**src/rtl/wsc_pkg.sv**
```systemverilog
package wsc_pkg;

    localparam int unsigned WSC_SYN_BITS = 25;
    localparam int unsigned WSC_EC_BITS  = 6;
    localparam logic [31:0] WSC_SYN_BASE = 32'h01E0_0000;
    localparam logic [5:0]  WSC_EC_WAIT  = 6'h01;

    typedef enum logic [1:0] {
        ST_AWAKE    = 2'd0,
        ST_NAP_EVT  = 2'd1,
        ST_NAP_IRQ  = 2'd2
    } wsc_state_e;

    typedef enum logic [1:0] {
        LVL_NONE = 2'd0,
        LVL_SUP  = 2'd1,
        LVL_HYP  = 2'd2,
        LVL_MON  = 2'd3
    } wsc_lvl_e;

    typedef enum logic [1:0] {
        RES_SKIP  = 2'd0,
        RES_TRAP  = 2'd1,
        RES_SLEEP = 2'd2
    } wsc_result_e;

    typedef struct packed {
        wsc_result_e kind;
        wsc_lvl_e    lvl;
        logic        eat_event;
        logic        is_wfi;
    } wsc_verdict_t;

    function automatic logic kind_bit(input logic is_wfi);
        return ~is_wfi;
    endfunction

endpackage

```
**src/rtl/wsc_event_flag.sv**
```systemverilog
module wsc_event_flag (
    input  logic clk,
    input  logic rst,
    input  logic set_any,
    input  logic consume,
    input  logic absorb,
    output logic ev_q
);

    always_ff @(posedge clk) begin
        if (rst) begin
            ev_q <= 1'b0;
        end else if (absorb) begin
            ev_q <= 1'b0;
        end else if (set_any) begin
            ev_q <= 1'b1;
        end else if (consume) begin
            ev_q <= 1'b0;
        end
    end

endmodule

```
**src/rtl/wsc_trap_chain.sv**
```systemverilog
module wsc_trap_chain
    import wsc_pkg::*;
#(
    parameter int EL_W = 2
) (
    input  logic            is_wfi,
    input  logic            ev_q,
    input  logic            irq_unm,
    input  logic            irq_any,
    input  logic [EL_W-1:0] el,
    input  logic            secure,
    input  logic            hyp_mode,
    input  logic            has_virt,
    input  logic            has_sec,
    input  logic [1:0]      el0_ok,
    input  logic [1:0]      hyp_trap,
    input  logic [1:0]      mon_trap,
    output wsc_verdict_t    verdict
);

    localparam logic [EL_W-1:0] EL_LOW  = '0;
    localparam logic [EL_W-1:0] EL_HIGH = '1;

    logic [1:0] early, sup_hit, hyp_hit, mon_hit;

    for (genvar k = 0; k < 2; k++) begin : g_kind
        if (k == 0) begin : g_wfe
            assign early[k] = ev_q | irq_unm;
        end else begin : g_wfi
            assign early[k] = irq_any;
        end
        assign sup_hit[k] = (el == EL_LOW) & ~el0_ok[k];
        assign hyp_hit[k] = has_virt & ~secure & ~hyp_mode & hyp_trap[k];
        assign mon_hit[k] = has_sec & (el != EL_HIGH) & mon_trap[k];
    end

    always_comb begin
        verdict.is_wfi    = is_wfi;
        verdict.eat_event = 1'b0;
        verdict.lvl       = LVL_NONE;
        verdict.kind      = RES_SLEEP;
        if (early[is_wfi]) begin
            verdict.kind      = RES_SKIP;
            verdict.eat_event = ~is_wfi & ev_q;
        end else if (sup_hit[is_wfi]) begin
            verdict.kind = RES_TRAP;
            verdict.lvl  = LVL_SUP;
        end else if (hyp_hit[is_wfi]) begin
            verdict.kind = RES_TRAP;
            verdict.lvl  = LVL_HYP;
        end else if (mon_hit[is_wfi]) begin
            verdict.kind = RES_TRAP;
            verdict.lvl  = LVL_MON;
        end
    end

endmodule

```
**src/rtl/wsc_sleep_fsm.sv**
```systemverilog
module wsc_sleep_fsm
    import wsc_pkg::*;
#(
    parameter int SYN_W = WSC_SYN_BITS,
    parameter int EC_W  = WSC_EC_BITS
) (
    input  logic             clk,
    input  logic             rst,
    input  logic             instr_valid,
    input  wsc_verdict_t     verdict,
    input  logic             irq_any,
    input  logic             irq_unm,
    input  logic             evt_any,
    output logic             st_idle,
    output logic             st_nap_evt,
    output logic             skip_o,
    output logic             trap_o,
    output logic [1:0]       trap_level_o,
    output logic [SYN_W-1:0] syn_o,
    output logic [EC_W-1:0]  ec_o,
    output logic             sleep_o,
    output logic             abort_clr_o
);

    localparam logic [SYN_W-1:0] SYN_BASE = SYN_W'(WSC_SYN_BASE);
    localparam logic [EC_W-1:0]  EC_VAL   = EC_W'(WSC_EC_WAIT);

    wsc_state_e       st_q;
    logic             low_bit;
    logic [SYN_W-1:0] syn_val;

    assign low_bit = kind_bit(verdict.is_wfi);
    assign syn_val = SYN_BASE | {{(SYN_W-1){1'b0}}, low_bit};

    assign st_idle    = (st_q == ST_AWAKE);
    assign st_nap_evt = (st_q == ST_NAP_EVT);
    assign sleep_o    = (st_q != ST_AWAKE);

    always_ff @(posedge clk) begin
        if (rst) begin
            st_q         <= ST_AWAKE;
            skip_o       <= 1'b0;
            trap_o       <= 1'b0;
            trap_level_o <= '0;
            syn_o        <= '0;
            ec_o         <= '0;
            abort_clr_o  <= 1'b0;
        end else begin
            skip_o       <= 1'b0;
            trap_o       <= 1'b0;
            trap_level_o <= '0;
            syn_o        <= '0;
            ec_o         <= '0;
            abort_clr_o  <= 1'b0;
            unique case (st_q)
                ST_AWAKE: begin
                    if (instr_valid) begin
                        unique case (verdict.kind)
                            RES_SKIP: begin
                                skip_o      <= 1'b1;
                                abort_clr_o <= verdict.is_wfi;
                            end
                            RES_TRAP: begin
                                trap_o       <= 1'b1;
                                trap_level_o <= verdict.lvl;
                                syn_o        <= syn_val;
                                ec_o         <= EC_VAL;
                                abort_clr_o  <= verdict.is_wfi;
                            end
                            default: begin
                                st_q <= verdict.is_wfi ? ST_NAP_IRQ : ST_NAP_EVT;
                            end
                        endcase
                    end
                end
                ST_NAP_EVT: begin
                    if (irq_unm || evt_any) begin
                        st_q <= ST_AWAKE;
                    end
                end
                default: begin
                    if (irq_any) begin
                        st_q        <= ST_AWAKE;
                        abort_clr_o <= 1'b1;
                    end
                end
            endcase
        end
    end

endmodule

```
**src/rtl/wait_sleep_ctrl.sv**
```systemverilog
module wait_sleep_ctrl
    import wsc_pkg::*;
#(
    parameter int EL_W  = 2,
    parameter int SYN_W = WSC_SYN_BITS,
    parameter int EC_W  = WSC_EC_BITS
) (
    input  logic             clk,
    input  logic             rst,
    input  logic             instr_valid,
    input  logic             instr_is_wfi,
    input  logic             sev_strobe,
    input  logic             sevl_strobe,
    input  logic             ext_event,
    input  logic [EL_W-1:0]  cur_el,
    input  logic             in_secure,
    input  logic             in_hyp_mode,
    input  logic             virt_present,
    input  logic             sec_present,
    input  logic             el0_wfe_ok,
    input  logic             el0_wfi_ok,
    input  logic             hyp_wfe_trap,
    input  logic             hyp_wfi_trap,
    input  logic             mon_wfe_trap,
    input  logic             mon_wfi_trap,
    input  logic             irq_pend_unmasked,
    input  logic             irq_pend_any,
    output logic             skip_o,
    output logic             trap_o,
    output logic [1:0]       trap_level_o,
    output logic [SYN_W-1:0] trap_syndrome_o,
    output logic [EC_W-1:0]  trap_class_o,
    output logic             sleep_o,
    output logic             event_o,
    output logic             abort_clr_o
);

    wsc_verdict_t verdict;
    logic         evt_any, st_idle, st_nap_evt, consume, absorb;

    assign evt_any = sev_strobe | sevl_strobe | ext_event;
    assign consume = instr_valid & st_idle & verdict.eat_event;
    assign absorb  = st_nap_evt & evt_any;

    wsc_trap_chain #(.EL_W(EL_W)) u_chain (
        .is_wfi   (instr_is_wfi),
        .ev_q     (event_o),
        .irq_unm  (irq_pend_unmasked),
        .irq_any  (irq_pend_any),
        .el       (cur_el),
        .secure   (in_secure),
        .hyp_mode (in_hyp_mode),
        .has_virt (virt_present),
        .has_sec  (sec_present),
        .el0_ok   ({el0_wfi_ok, el0_wfe_ok}),
        .hyp_trap ({hyp_wfi_trap, hyp_wfe_trap}),
        .mon_trap ({mon_wfi_trap, mon_wfe_trap}),
        .verdict  (verdict)
    );

    wsc_event_flag u_flag (
        .clk     (clk),
        .rst     (rst),
        .set_any (evt_any),
        .consume (consume),
        .absorb  (absorb),
        .ev_q    (event_o)
    );

    wsc_sleep_fsm #(.SYN_W(SYN_W), .EC_W(EC_W)) u_fsm (
        .clk          (clk),
        .rst          (rst),
        .instr_valid  (instr_valid),
        .verdict      (verdict),
        .irq_any      (irq_pend_any),
        .irq_unm      (irq_pend_unmasked),
        .evt_any      (evt_any),
        .st_idle      (st_idle),
        .st_nap_evt   (st_nap_evt),
        .skip_o       (skip_o),
        .trap_o       (trap_o),
        .trap_level_o (trap_level_o),
        .syn_o        (trap_syndrome_o),
        .ec_o         (trap_class_o),
        .sleep_o      (sleep_o),
        .abort_clr_o  (abort_clr_o)
    );

endmodule

```
**config.mk**
```make
export PLATFORM = sky130hd
export DESIGN_NAME = wait_sleep_ctrl
export DESIGN_NICKNAME = d
export VERILOG_FILES = /design/src/rtl/wsc_pkg.sv /design/src/rtl/wsc_event_flag.sv /design/src/rtl/wsc_trap_chain.sv /design/src/rtl/wsc_sleep_fsm.sv /design/src/rtl/wait_sleep_ctrl.sv
export SDC_FILE = /design/constraint.sdc
export NUM_CORES = 1
export LEC_CHECK = 0
export CELL_PAD_IN_SITES_DETAIL_PLACEMENT = 0
export CELL_PAD_IN_SITES_GLOBAL_PLACEMENT = 1
export CORE_MARGIN = 5
export CORE_UTILIZATION = 20
export DETAILED_ROUTE_END_ITERATION = 10
export PLACE_DENSITY_LB_ADDON = 0.1
export SLEW_MARGIN = 0
export SYNTH_ARGS = -nofsm -noshare
export SYNTH_HDL_FRONTEND = slang
export SYNTH_HIERARCHICAL = 1
export SYNTH_SLANG_ARGS = --single-unit
```
**constraint.sdc**
```tcl
create_clock -name clk -period 1.7 [get_ports clk]
set_input_delay 0.34 -clock clk [delete_from_list [all_inputs] [get_ports clk]]
set_output_delay 0.34 -clock clk [all_outputs]
set_load 0.01 [all_outputs]
```
=== Word-level counts from Yosys, hierarchy flattened ===
Cells that the tools add are included.
Widths: inputs -> output; s select.

* Bits in registers: 39
* Input port bits: 21
* Output and inout port bits: 38
* Word-level logic and storage cells: 84

* $lt $le $gt $ge: 1
* Equal/unequal tests: 6
* Mux-type cells: 29
* Bitwise gates (word level): 24
* Reduce and logical (&&, ||, !) cells: 14

{| class="wikitable"
|+ Operators by type and width
! operator !! number
|-
| $mux 25 || 1
|-
| $mux 1 || 17
|-
| $and 1x1->1 || 13
|-
| $mux 2 || 6
|-
| $mux 4 || 3
|-
| $not 1->1 || 8
|-
| $logic_not 2->1 || 3
|-
| $ne 2x2->1 const B || 3
|-
| $reduce_or 6->1 || 1
|-
| $reduce_or 5->1 || 1
|-
| $eq 2x1->1 const B || 2
|-
| $pmux 2 s2 || 1
|-
| $reduce_and 4->1 || 1
|-
| $reduce_bool 2->1 || 2
|-
| $reduce_or 2->1 || 2
|-
| $reduce_or 4->1 || 1
|-
| $or 1x1->1 || 3
|-
| $reduce_bool 3->1 || 1
|-
| $reduce_or 3->1 || 1
|-
| $lt 1x2->1 const B || 1
|-
| $ne 2x1->1 const B || 1
|-
| $pmux 1 s2 || 1
|-
| $logic_or 1x1->1 || 1
|}

=== Logic depth before layout (Yosys ltp) ===
Gate-level depths: netlist of the first run.

* Depth in word-level cells: 14
* Depth in mapped cells: 6
* Depth with buffers taken out: 5

=== Modules after synthesis ===
The synthesis of the first run kept the hierarchy.

{| class="wikitable"
|+ Modules (own cells, without submodules)
! module !! times used !! cells each !! area each (um^2) !! sequential area each (um^2)
|-
| wsc_sleep_fsm || 1 || 59 || 513.0 || 160.2
|-
| wsc_trap_chain || 1 || 19 || 167.7 || 0.0
|-
| wsc_event_flag || 1 || 4 || 45.0 || 20.0
|-
| wait_sleep_ctrl || 1 || 3 || 22.5 || 0.0
|}

=== Worst setup path after synthesis of the first run ===
No wires, ideal clock.

* Kind: input -> register
* Start point: in instr_is_wfi
* End point: reg u_fsm.trap_level_o[0]
* Library setup time: 116 ps
* Arrival time: 1495 ps
* Required time: 1584 ps
* Setup slack: 90 ps
* Stages: 6
* Buffers on the path: 1
* Path through: buf_6 > mux2_4 > a2bb2oi_4 > and3b_1 > and2b_2 > and3_1

{| class="wikitable"
|+ RTL lines
! element !! RTL line !! RTL
|-
| start: declaration || wait_sleep_ctrl.sv:11 || <nowiki>input logic instr_is_wfi,</nowiki>
|-
| end signal: assignment || wsc_sleep_fsm.sv:65 || <nowiki>trap_level_o <= verdict.lvl;</nowiki>
|-
| end: declaration || wsc_sleep_fsm.sv:18 || <nowiki>output logic [1:0] trap_level_o,</nowiki>
|}

==> summary.md, run 1 <==
| Metric | Value |
|---|---|
| Cell internal pwr | 0.496 mW |
| Bufs on Longest Clock Path | 2 |
| Flop pwr share | 33.5% |
| CP Data Required Time | 1.82 ns |
| First-pass GRT wire length | 2820 um |
| Buffers plus inverters on the worst setup path | 2 |
| Setup TNS | 0 ns |
| Floorplan Core Area | 0.00363 mm^2 |
| Critical path endpoint category | register |
| Path type of the worst min-delay path | reg -> reg |
| Cells after synthesis | 85 |
| Number of vias per cell | 3.62 |
| All-layer global routing usage | 6.70% |
| Cell breakdown of the critical path | clkdlybuf4s50_1 > a21boi_1 > buf_4 > a2bb2oi_4 > and3b_1 > and2b_2 > and3_1 |
| Post-Syn Area | 748 um^2 |
| Xor/xnor share of the synthesized area | 0% |
| Arithmetic-cell share of the synthesized area counting full adders, half adders and majority gates | 0% |
| Delay contributed by the slowest stage of the critical path | 0.39 ns |
| Total of buffers placed on input and output ports | 33 |
| Crit path time final | 1.65 ns |
| Commonest non-fill, non-tap cell in the layout | sky130_fd_sc_hd__conb_1 |
| Net load switching power | 0.172 mW |
| Total via count after detailed routing | 640 |
| Detail Placement HPWL | 1480 um |
| Proportion of synthesized chip area in sequential cells | 24.1% |
| Main combinational cell family by area after synthesis | buffers and inverters |
| Clock buffer count from CTS | 3 |
| Number of synthesized register bits | 9 |
| Post-route fraction of the period consumed by the critical path | 96.9% |
| Power per cell area | 577 mW/mm^2 |
| Simple-gate share of the synthesized area | 22.6% |
| Status | complete, no violations |
| Sink count of the clock tree | 9 |
| Detailed Routing Iterations Pass 1 | 2 |
| Placed Area | 0.00107 mm^2 |
| Vias in the first global route | 650 |
| Starting density of the core | 20.6% |
| Layout area overhead | 54.8% |
| CTS Root Buffer Type | sky130_fd_sc_hd__clkbuf_8 |
| Setup WS pre-CTS | -0.495 ns |
| Top fanout value on the critical path | 6 |
| Die outline area | 0.00506 mm^2 |
| Avg Cell Area, Syn | 8.80 um^2 |
| Most used cells in the layout excluding fill and tap cells | 25 x sky130_fd_sc_hd__conb_1, 23 x sky130_fd_sc_hd__clkdlybuf4s50_1, 15 x sky130_fd_sc_hd__buf_4 |
| Count of unique library cells instantiated by Yosys | 32 |
| Post-Route WL | 1690 um |
| Worst setup path category | in -> reg |
| Per-cell routed wire length | 9.57 um |
| Height of the die | 71.2 um |
| Maximum number of pins on one net before global-route repair | 8 |
| Complex-gate fraction of the synthesized area | 13.5% |
| Util after Layout | 31.9% |
| Layout net count | 151 |
| Antenna Nets Post-Route | 0 |
| Leak pwr | 0.562 nW |
| Finished Cell Area | 0.00116 mm^2 |
| DRC viols | 0 |
| Final setup fails | 0 |
| Worst vdd rail ir drop | 0.000219 V |
| Proportion of power drawn by combinational gates | 29.9% |
| Max H-tree Level | 1 |
| CTS tree | built |
| Mux contribution to synthesized area | 5.18% |
| Final setup skew | 0.00270 ns |
| Clock-pin transition on the worst setup and hold timing paths | 0.05 ns |
| Share of power burned in the clock network | 36.6% |
| Worst-skew pair later-pin latency | 0.23 ns |
| Ports placed on the boundary | 59 |
| Row count | 22 |
| Dominant delay contributor by cell family on the critical path | simple AND/OR/NAND/NOR gates |
| Count of synthesis-stage warnings from yosys | 6 |
| Worst endpoint data arrival time | 1.77 ns |
| Die span in x | 71.2 um |
| Switching share of power | 25.7% |
| Initial detailed-routing violation count | 10 |
| Fill cell count | 405 |
| Final setup slack of the worst path | 0.0535 ns |
| Fraction of final layout cells sized beyond drive strength 1 | 22.5% |
| Overflow left after global routing | 0 |
| Crit path max-delay cell type | sky130_fd_sc_hd__clkdlybuf4s50_1 |
| RSZ-0062 raised after global routing | no |
| Max frequency | 607 MHz |
| Number of max-slew violations in the final report | 0 |
| Diodes inserted | 0 |
| Initial antenna violation count | 0 |
| Final count of hold timing violations | 0 |
| RePlAce Congestion | 0.659 |
| Startpoint types | primary input |
| Max capacitance violation total | 0 |
-- synthesized netlist by cell type, drive strengths merged --
library cell   n  area [um^2]
o2bb2ai        1         8.76
o31a           1         10.0
and2           1         6.26
nor3           1         5.00
o21a           1         7.51
o32ai          1         8.76
and2b          1         8.76
o21ai          2         10.0
nor2b          3         26.3
buf           32          244
or3b           1         11.3
nor4b          1         15.0
and3b          2         17.5
a2bb2oi        1         26.3
nand2b         1         6.26
nand2          3         11.3
dfxtp          9          180
nor2           5         18.8
o211ai         1         7.51
and3           3         18.8
a21boi         1         7.51
inv            3         11.3
or3            1         6.26
mux2i          2         23.8
mux2           1         15.0
a21oi          3         15.0
conb           1         3.75
nor3b          1         12.5
nand3          1         5.00
-- flip-flops by register name (all words and copies together) (netlist names) --
signal,cells
u_fsm/abort_clr_o,1
u_fsm/st_q,2
u_flag/ev_q,1
u_fsm/syn_o,2
u_fsm/trap_level_o,2
u_fsm/skip_o,1
-- final cells by class --
class | instances | area [um^2] | area share [%]
timing repair buffer | 48 | 445 | 38.4
multi-input combinational | 65 | 417 | 36.0
sequential | 9 | 180 | 15.6
tap | 48 | 60.1 | 5.18
clock buffer | 4 | 45.0 | 3.89
inverter | 3 | 11.3 | 0.972
-- through the flow --
stage,hold WS (ns),power [mW],cells
6_report,0.550,0.668,177
4_1_cts,0.551,0.677,176
5_1_grt,0.581,0.716,177
2_1_floorplan,0.451,0.366,109
3_5_place_dp,0.536,0.422,170
3_3_place_gp,0.535,0.422,170
-- worst reg2reg max path, cell delays in order, from the launching register on --
cell and delay (ns):
sky130_fd_sc_hd__dfxtp_1 0.37, sky130_fd_sc_hd__nor2_1 0.05, sky130_fd_sc_hd__o21ai_0 0.19, sky130_fd_sc_hd__and3b_1 0.21, sky130_fd_sc_hd__buf_4 0.13, sky130_fd_sc_hd__buf_4 0.12
sky130_fd_sc_hd__nand2_1 0.06, sky130_fd_sc_hd__o32ai_1 0.08
-- metal layers --
metal | vias up | part of all wire [%] | routed length, um | global-route usage [%]
li1 | 318 | - | - | -
met1 | 286 | 39 | 663 | 7.93
met2 | 36 | 49 | 827 | 11.2
met3 | 0 | 12 | 203 | 3.41
met4 | 0 | 0 | 0 | 0.626
met5 | - | 0 | 0 | 0
-- power by group through the flow --
stage	sequential, mW	combinational (mW)	clock (mW)
3_5_place_dp	0.228	0.194	0
5_1_grt	0.225	0.218	0.273
6_report	0.224	0.200	0.245
4_1_cts	0.224	0.197	0.256
3_3_place_gp	0.228	0.194	0
2_1_floorplan	0.231	0.136	0
-- worst paths after layout --
path	from	to	depth (start not counted)	slack, ns
worst min register to register	u_fsm/st_q[0]$_SDFFE_PP0P_	u_fsm/st_q[0]$_SDFFE_PP0P_	2	0.55
worst min-delay path	u_fsm/st_q[0]$_SDFFE_PP0P_	u_fsm/st_q[0]$_SDFFE_PP0P_	2	0.55
worst max-delay path	sec_present	u_fsm/trap_level_o[1]$_SDFF_PP0_	7	0.05
worst max register to register	u_flag/ev_q$_SDFFE_PP0P_	u_fsm/st_q[0]$_SDFFE_PP0P_	7	0.37
-- cells by family after synthesis --
kind of cell,Yosys count
flip-flops,9
AO/OA/AOI/OAI,12
other,1
AND/OR/NAND/NOR,25
buffers and inverters,35
multiplexers,3
-- timing repair --
item,in CTS,in global routing
pin swaps,3,2
hold buffers,0,0
setup endpoints to repair,8,8
hold endpoints to repair,0,0
gates resized for setup,6,10
buffers inserted,2,1
Note: power is estimated with default switching activity, not from simulation.
==> run 2, diff against run 1 <==
--- a/config.mk
+++ b/config.mk
@@ -10,7 +10,8 @@
 export CORE_MARGIN = 5
 export CORE_UTILIZATION = 20
 export DETAILED_ROUTE_END_ITERATION = 10
-export PLACE_DENSITY_LB_ADDON = 0.1
+export HOLD_SLACK_MARGIN = 0.15
+export PLACE_DENSITY = 0.79
 export SLEW_MARGIN = 0
 export SYNTH_ARGS = -nofsm -noshare
 export SYNTH_HDL_FRONTEND = slang
==> run 2 against run 1 <==
  * Clock skew up 0.0014 ns
  * Register-to-register slack is essentially flat
  * Sequential cell count unchanged
  * Largest cell class is now multi-input gates
==> summary.md, run 2 (synthesis gave the netlist of run 1 again) <==
| Metric | Value |
|---|---|
| Status | complete, no violations |
| Placed cell count | 166 |
| Layout area overhead | 49.7% |
| Final count of hold timing violations | 0 |
| Util after Layout | 30.8% |
| Number of vias per cell | 3.55 |
| Overflow left after global routing | 0 |
| Detailed Routing Iterations Pass 1 | 4 |
| Final setup skew | 0.00414 ns |
| Max capacitance violation total | 0 |
| Diodes inserted | 0 |
| Antenna Nets Post-Route | 0 |
| Leak pwr | 0.527 nW |
| First-pass GRT wire length | 2520 um |
| Worst-skew pair later-pin latency | 0.23 ns |
| Initial detailed-routing violation count | 1 |
| CP Data Required Time | 1.82 ns |
| Sink count of the clock tree | 9 |
| Per-cell routed wire length | 9.47 um |
| Most used cells in the layout excluding fill and tap cells | 25 x sky130_fd_sc_hd__clkdlybuf4s50_1, 25 x sky130_fd_sc_hd__conb_1, 10 x sky130_fd_sc_hd__buf_4 |
| Max H-tree Level | 1 |
| Path type of the worst min-delay path | reg -> reg |
| Number of max-slew violations in the final report | 0 |
| Cell breakdown of the critical path | clkdlybuf4s50_1 > mux2_4 > a2bb2oi_4 > and3b_1 > and2b_2 > and3_4 |
| Initial antenna violation count | 0 |
| Worst endpoint data arrival time | 1.76 ns |
| Startpoint types | primary input |
| Dominant delay contributor by cell family on the critical path | simple AND/OR/NAND/NOR gates |
| Biggest regs | u_fsm/st_q x2, u_fsm/syn_o x2, u_fsm/trap_level_o x2 |
| Height of the die | 71.2 um |
| Bufs on Longest Clock Path | 2 |
| Crit path time final | 1.64 ns |
| Post-Route WL | 1630 um |
| Die span in x | 71.2 um |
| Power per cell area | 589 mW/mm^2 |
| Setup TNS | 0 ns |
| Worst vdd rail ir drop | 0.000145 V |
| RePlAce Congestion | 0.757 |
| Vias in the first global route | 583 |
| Setup WS pre-CTS | -0.430 ns |
| CTS tree | built |
| Total of buffers placed on input and output ports | 33 |
| Detail Placement HPWL | 1450 um |
| All-layer global routing usage | 6.38% |
| Finished Cell Area | 0.00112 mm^2 |
| Buffers plus inverters on the worst setup path | 1 |
| Top fanout value on the critical path | 6 |
| Maximum number of pins on one net before global-route repair | 9 |
| Starting density of the core | 20.6% |
| Worst setup path category | in -> reg |
| Layout net count | 146 |
| Crit path max-delay cell type | sky130_fd_sc_hd__clkdlybuf4s50_1 |
| Die outline area | 0.00506 mm^2 |
| DRC viols | 0 |
| Worst slack on hold paths | 0.543 ns |
| CTS Root Buffer Type | sky130_fd_sc_hd__clkbuf_8 |
| Fill cell count | 399 |
| Max frequency | 609 MHz |
| Row count | 22 |
| Post-route fraction of the period consumed by the critical path | 96.5% |
| Final setup fails | 0 |
| Critical path endpoint category | register |
| Final setup slack of the worst path | 0.0591 ns |
| Clock buffer count from CTS | 3 |
| Total via count after detailed routing | 610 |
| Delay contributed by the slowest stage of the critical path | 0.40 ns |
| Final non-filler cell total | 172 |
| PnR Total Power | 0.660 mW |
| Clock-pin transition on the worst setup and hold timing paths | 0.05 ns |
| Placed Area | 0.00104 mm^2 |
| Fraction of final layout cells sized beyond drive strength 1 | 20.2% |
| Floorplan Core Area | 0.00363 mm^2 |
| Ports placed on the boundary | 59 |
-- run 2: cell types whose count changed in the layout (fill, tap and decap cells not counted) --
cell                              change
sky130_fd_sc_hd__o21ai_1              -1
sky130_fd_sc_hd__dfxtp_1              -1
sky130_fd_sc_hd__dlymetal6s2s_1       -1
sky130_fd_sc_hd__a21oi_1              -1
sky130_fd_sc_hd__mux2i_4              -1
sky130_fd_sc_hd__clkbuf_2             -1
sky130_fd_sc_hd__clkdlybuf4s50_1      +2
sky130_fd_sc_hd__dfxtp_2              +1
sky130_fd_sc_hd__mux2i_2              +1
sky130_fd_sc_hd__o21ai_0              +1
sky130_fd_sc_hd__buf_4                -5
sky130_fd_sc_hd__a21oi_2              +1
-- run 2: metal layers --
layer	GRT usage, %	routed length, um	vias to the layer above	part of all wire (%)
li1	-	-	305	-
met3	0.426	114	4	7.0
met1	6.58	584	269	36
met2	11.4	891	32	55
met5	0	0	-	0
met4	5.64	38	0	2.3
-- run 2: cell type report --
cell class | count | area (um^2) | area share (%)
multi-input combinational | 65 | 412 | 36.8
timing repair buffer | 43 | 410 | 36.6
sequential | 9 | 181 | 16.2
tap | 48 | 60.1 | 5.36
clock buffer | 4 | 45.0 | 4.02
inverter | 3 | 11.3 | 1.01
-- run 2: path summary, 6_finish.rpt --
check                             startpoint                               end  slack [ns]  cells past startpoint
setup / recovery                mon_wfe_trap  u_fsm/trap_level_o[1]$_SDFF_PP0_        0.06                      6
setup reg to reg    u_flag/ev_q$_SDFFE_PP0P_        u_fsm/st_q[1]$_SDFFE_PP0P_        0.36                      7
hold reg to reg   u_fsm/st_q[0]$_SDFFE_PP0P_        u_fsm/st_q[0]$_SDFFE_PP0P_        0.54                      2
hold / removal    u_fsm/st_q[0]$_SDFFE_PP0P_        u_fsm/st_q[0]$_SDFFE_PP0P_        0.54                      2
-- run 2: where the power goes --
group / internal (mW) / total [mW] / switching (mW) / leakage [nW]
sequential: 0.220 / 0.225 / 0.00545 / 0.0738
combinational: 0.108 / 0.190 / 0.0822 / 0.431
clock: 0.163 / 0.245 / 0.0816 / 0.0228
-- run 2: worst min-delay path, cell delays in order, from the launching register on --
cell and delay [ns]:
sky130_fd_sc_hd__dfxtp_1 0.33, sky130_fd_sc_hd__inv_1 0.08, sky130_fd_sc_hd__o32ai_1 0.09
-- run 2: timing repair --
item | CTS | global route
hold buffers | 0 | 0
resized for setup | 6 | 6
endpoints found under the hold margin | 0 | 0
buffers inserted | 1 | 1
setup endpoints to repair | 7 | 7
pin swaps | 3 | 1
==> run 3, diff against run 2 <==
--- a/config.mk
+++ b/config.mk
@@ -7,6 +7,7 @@
 export LEC_CHECK = 0
 export CELL_PAD_IN_SITES_DETAIL_PLACEMENT = 0
 export CELL_PAD_IN_SITES_GLOBAL_PLACEMENT = 1
+export CORE_ASPECT_RATIO = 1.25
 export CORE_MARGIN = 5
 export CORE_UTILIZATION = 20
 export DETAILED_ROUTE_END_ITERATION = 10
==> run 3 against run 2 <==
  * Largest cell class unchanged
  * Clock power is essentially flat
  * Wire length increased by 4.8%
  * Critical path depth increased by 1
  * Global-route usage is 0.19 points higher
  * Non-clock buffer count fell by 3
  * Total power down 0.83%
  * Critical path type unchanged
  * Sequential share of layout area increased by 0.58 points
  * Largest power group unchanged
  * Clock-buffer cell count is the same
  * Sequential power about the same
  * Sequential cell count did not move
==> summary.md, run 3 (synthesis gave the netlist of run 1 again) <==
| Metric | Value |
|---|---|
| Status | complete, no violations |
| Sink count of the clock tree | 9 |
| Per-cell routed wire length | 10.7 um |
| Crit path max-delay cell type | sky130_fd_sc_hd__clkdlybuf4s50_1 |
| Antenna Nets Post-Route | 0 |
| Final setup skew | 0.00167 ns |
| Ports placed on the boundary | 59 |
| Util after Layout | 30.5% |
| Buffers plus inverters on the worst setup path | 2 |
| Met1 layer usage reported by global route | 6.36% |
| Clock buffer count from CTS | 3 |
| Fill cell count | 392 |
| PnR Total Power | 0.654 mW |
| Max frequency | 608 MHz |
| Worst setup path category | in -> reg |
| Row count | 24 |
| Initial detailed-routing violation count | 6 |
| Crit path time final | 1.65 ns |
| Worst endpoint data arrival time | 1.76 ns |
| Highest-utilization routing layer at the global route stage | met2 |
| Final setup fails | 0 |
| Die span in x | 64.7 um |
| Clock-pin transition on the worst setup and hold timing paths | 0.05 ns |
| Global-route met2 utilization | 12.4% |
| Worst vdd rail ir drop | 0.000177 V |
| Die outline area | 0.00507 mm^2 |
| DRC viols | 0 |
| Delay contributed by the slowest stage of the critical path | 0.40 ns |
| Max H-tree Level | 1 |
| Fraction of final layout cells sized beyond drive strength 1 | 17.4% |
| Worst-skew pair later-pin latency | 0.23 ns |
| Number of max-slew violations in the final report | 0 |
| Path type of the worst min-delay path | reg -> reg |
| Reg2Reg Setup Slack | 0.37 ns |
| Max capacitance violation total | 0 |
| RePlAce Congestion | 0.658 |
| Number of vias per cell | 3.85 |
| Leak pwr | 0.514 nW |
| Biggest regs | u_fsm/st_q x2, u_fsm/syn_o x2, u_fsm/trap_level_o x2 |
| Post-route fraction of the period consumed by the critical path | 96.8% |
| Floorplan Core Area | 0.00354 mm^2 |
| All-layer global routing usage | 6.57% |
| Critical path endpoint category | register |
| Height of the die | 78.4 um |
| Top fanout value on the critical path | 6 |
| Detail Placement HPWL | 1460 um |
| CTS tree | built |
| Final non-filler cell total | 160 |
| Diodes inserted | 0 |
| Number of buffers inserted for hold repair after clock tree synthesis | 0 |
| Maximum number of pins on one net before global-route repair | 9 |
| Startpoint types | primary input |
| Bufs on Longest Clock Path | 2 |
| Layout area overhead | 44.5% |
| Dominant delay contributor by cell family on the critical path | simple AND/OR/NAND/NOR gates |
| First-pass GRT wire length | 2620 um |
| Vias in the first global route | 601 |
| Power per cell area | 605 mW/mm^2 |
| Detailed Routing Iterations Pass 1 | 3 |
| Post-Route WL | 1710 um |
| Starting density of the core | 21.1% |
| Cell breakdown of the critical path | clkdlybuf4s50_1 > a21boi_1 > buf_4 > a2bb2oi_4 > and3b_1 > and2b_2 > and3b_1 |
| CP Data Required Time | 1.82 ns |
| GR met3 Demand/Resource | 1.57% |
| Worst slack on hold paths | 0.538 ns |
| CP dominant cell by count | sky130_fd_sc_hd__and3b_1 |
| Final count of hold timing violations | 0 |
| Overflow left after global routing | 0 |
| Placed cell count | 155 |
| Layout net count | 143 |
| Total of buffers placed on input and output ports | 33 |
| Initial antenna violation count | 0 |
| Most used cells in the layout excluding fill and tap cells | 25 x sky130_fd_sc_hd__clkdlybuf4s50_1, 25 x sky130_fd_sc_hd__conb_1, 8 x sky130_fd_sc_hd__dfxtp_1 |
| CTS Root Buffer Type | sky130_fd_sc_hd__clkbuf_8 |
| Total via count after detailed routing | 616 |
-- run 3: cell types whose count changed in the layout (fill, tap and decap cells not counted) --
cell	previous run	this run
sky130_fd_sc_hd__and3_4	1	0
sky130_fd_sc_hd__and3_1	2	3
sky130_fd_sc_hd__buf_4	10	7
-- run 3: final cells by class --
cell class / instances / area (um^2) / share of cell area, %
sequential: 9 / 181 / 16.8
clock buffer: 4 / 45.0 / 4.17
timing repair buffer: 40 / 388 / 35.9
multi-input combinational: 65 / 407 / 37.6
tap: 39 / 48.8 / 4.51
inverter: 3 / 11.3 / 1.04
-- run 3: worst paths after layout --
path,cells after the start,start,end
worst max-delay path,7,sec_present,u_fsm/syn_o[0]$_SDFF_PP0_
worst min-delay path,2,u_fsm/st_q[0]$_SDFFE_PP0P_,u_fsm/st_q[0]$_SDFFE_PP0P_
worst max register to register,5,u_flag/ev_q$_SDFFE_PP0P_,u_fsm/syn_o[0]$_SDFF_PP0_
worst min register to register,2,u_fsm/st_q[0]$_SDFFE_PP0P_,u_fsm/st_q[0]$_SDFFE_PP0P_
-- run 3: layer usage --
layer	part of all wire, %	vias up
li1	-	300
met1	35	273
met2	54	39
met3	10	4
met4	1.6	0
met5	0	-
-- run 3: metrics by stage --
| step | setup slack [ns] | TNS, ns | area, um^2 |
|---|---|---|---|
| after floorplan | 0.0899 | 0 | 838 |
| after global placement | -0.354 | -2.45 | 1020 |
| after CTS | 0.0197 | 0 | 1060 |
| final | 0.0540 | 0 | 1080 |
| after global routing | -0.0407 | -0.103 | 1080 |
| after detailed placement | -0.383 | -2.67 | 1020 |
-- run 3: timing repair --
| item | in CTS | in global routing |
|---|---|---|
| endpoints found under the setup margin | 8 | 7 |
| pin swaps | 2 | 1 |
| buffers inserted | 0 | 1 |
| resized for setup | 5 | 6 |
-- run 3: where the power goes --
group | switching (mW) | leakage, nW | internal, mW | total, mW
clock network | 0.0823 | 0.0228 | 0.163 | 0.246
logic | 0.0820 | 0.418 | 0.101 | 0.183
registers | 0.00576 | 0.0738 | 0.220 | 0.225
-- run 3: worst min-delay path, cell delays in order (launching register included) --
cell and delay (ns):
sky130_fd_sc_hd__dfxtp_1 0.33, sky130_fd_sc_hd__inv_1 0.08, sky130_fd_sc_hd__o32ai_1 0.08
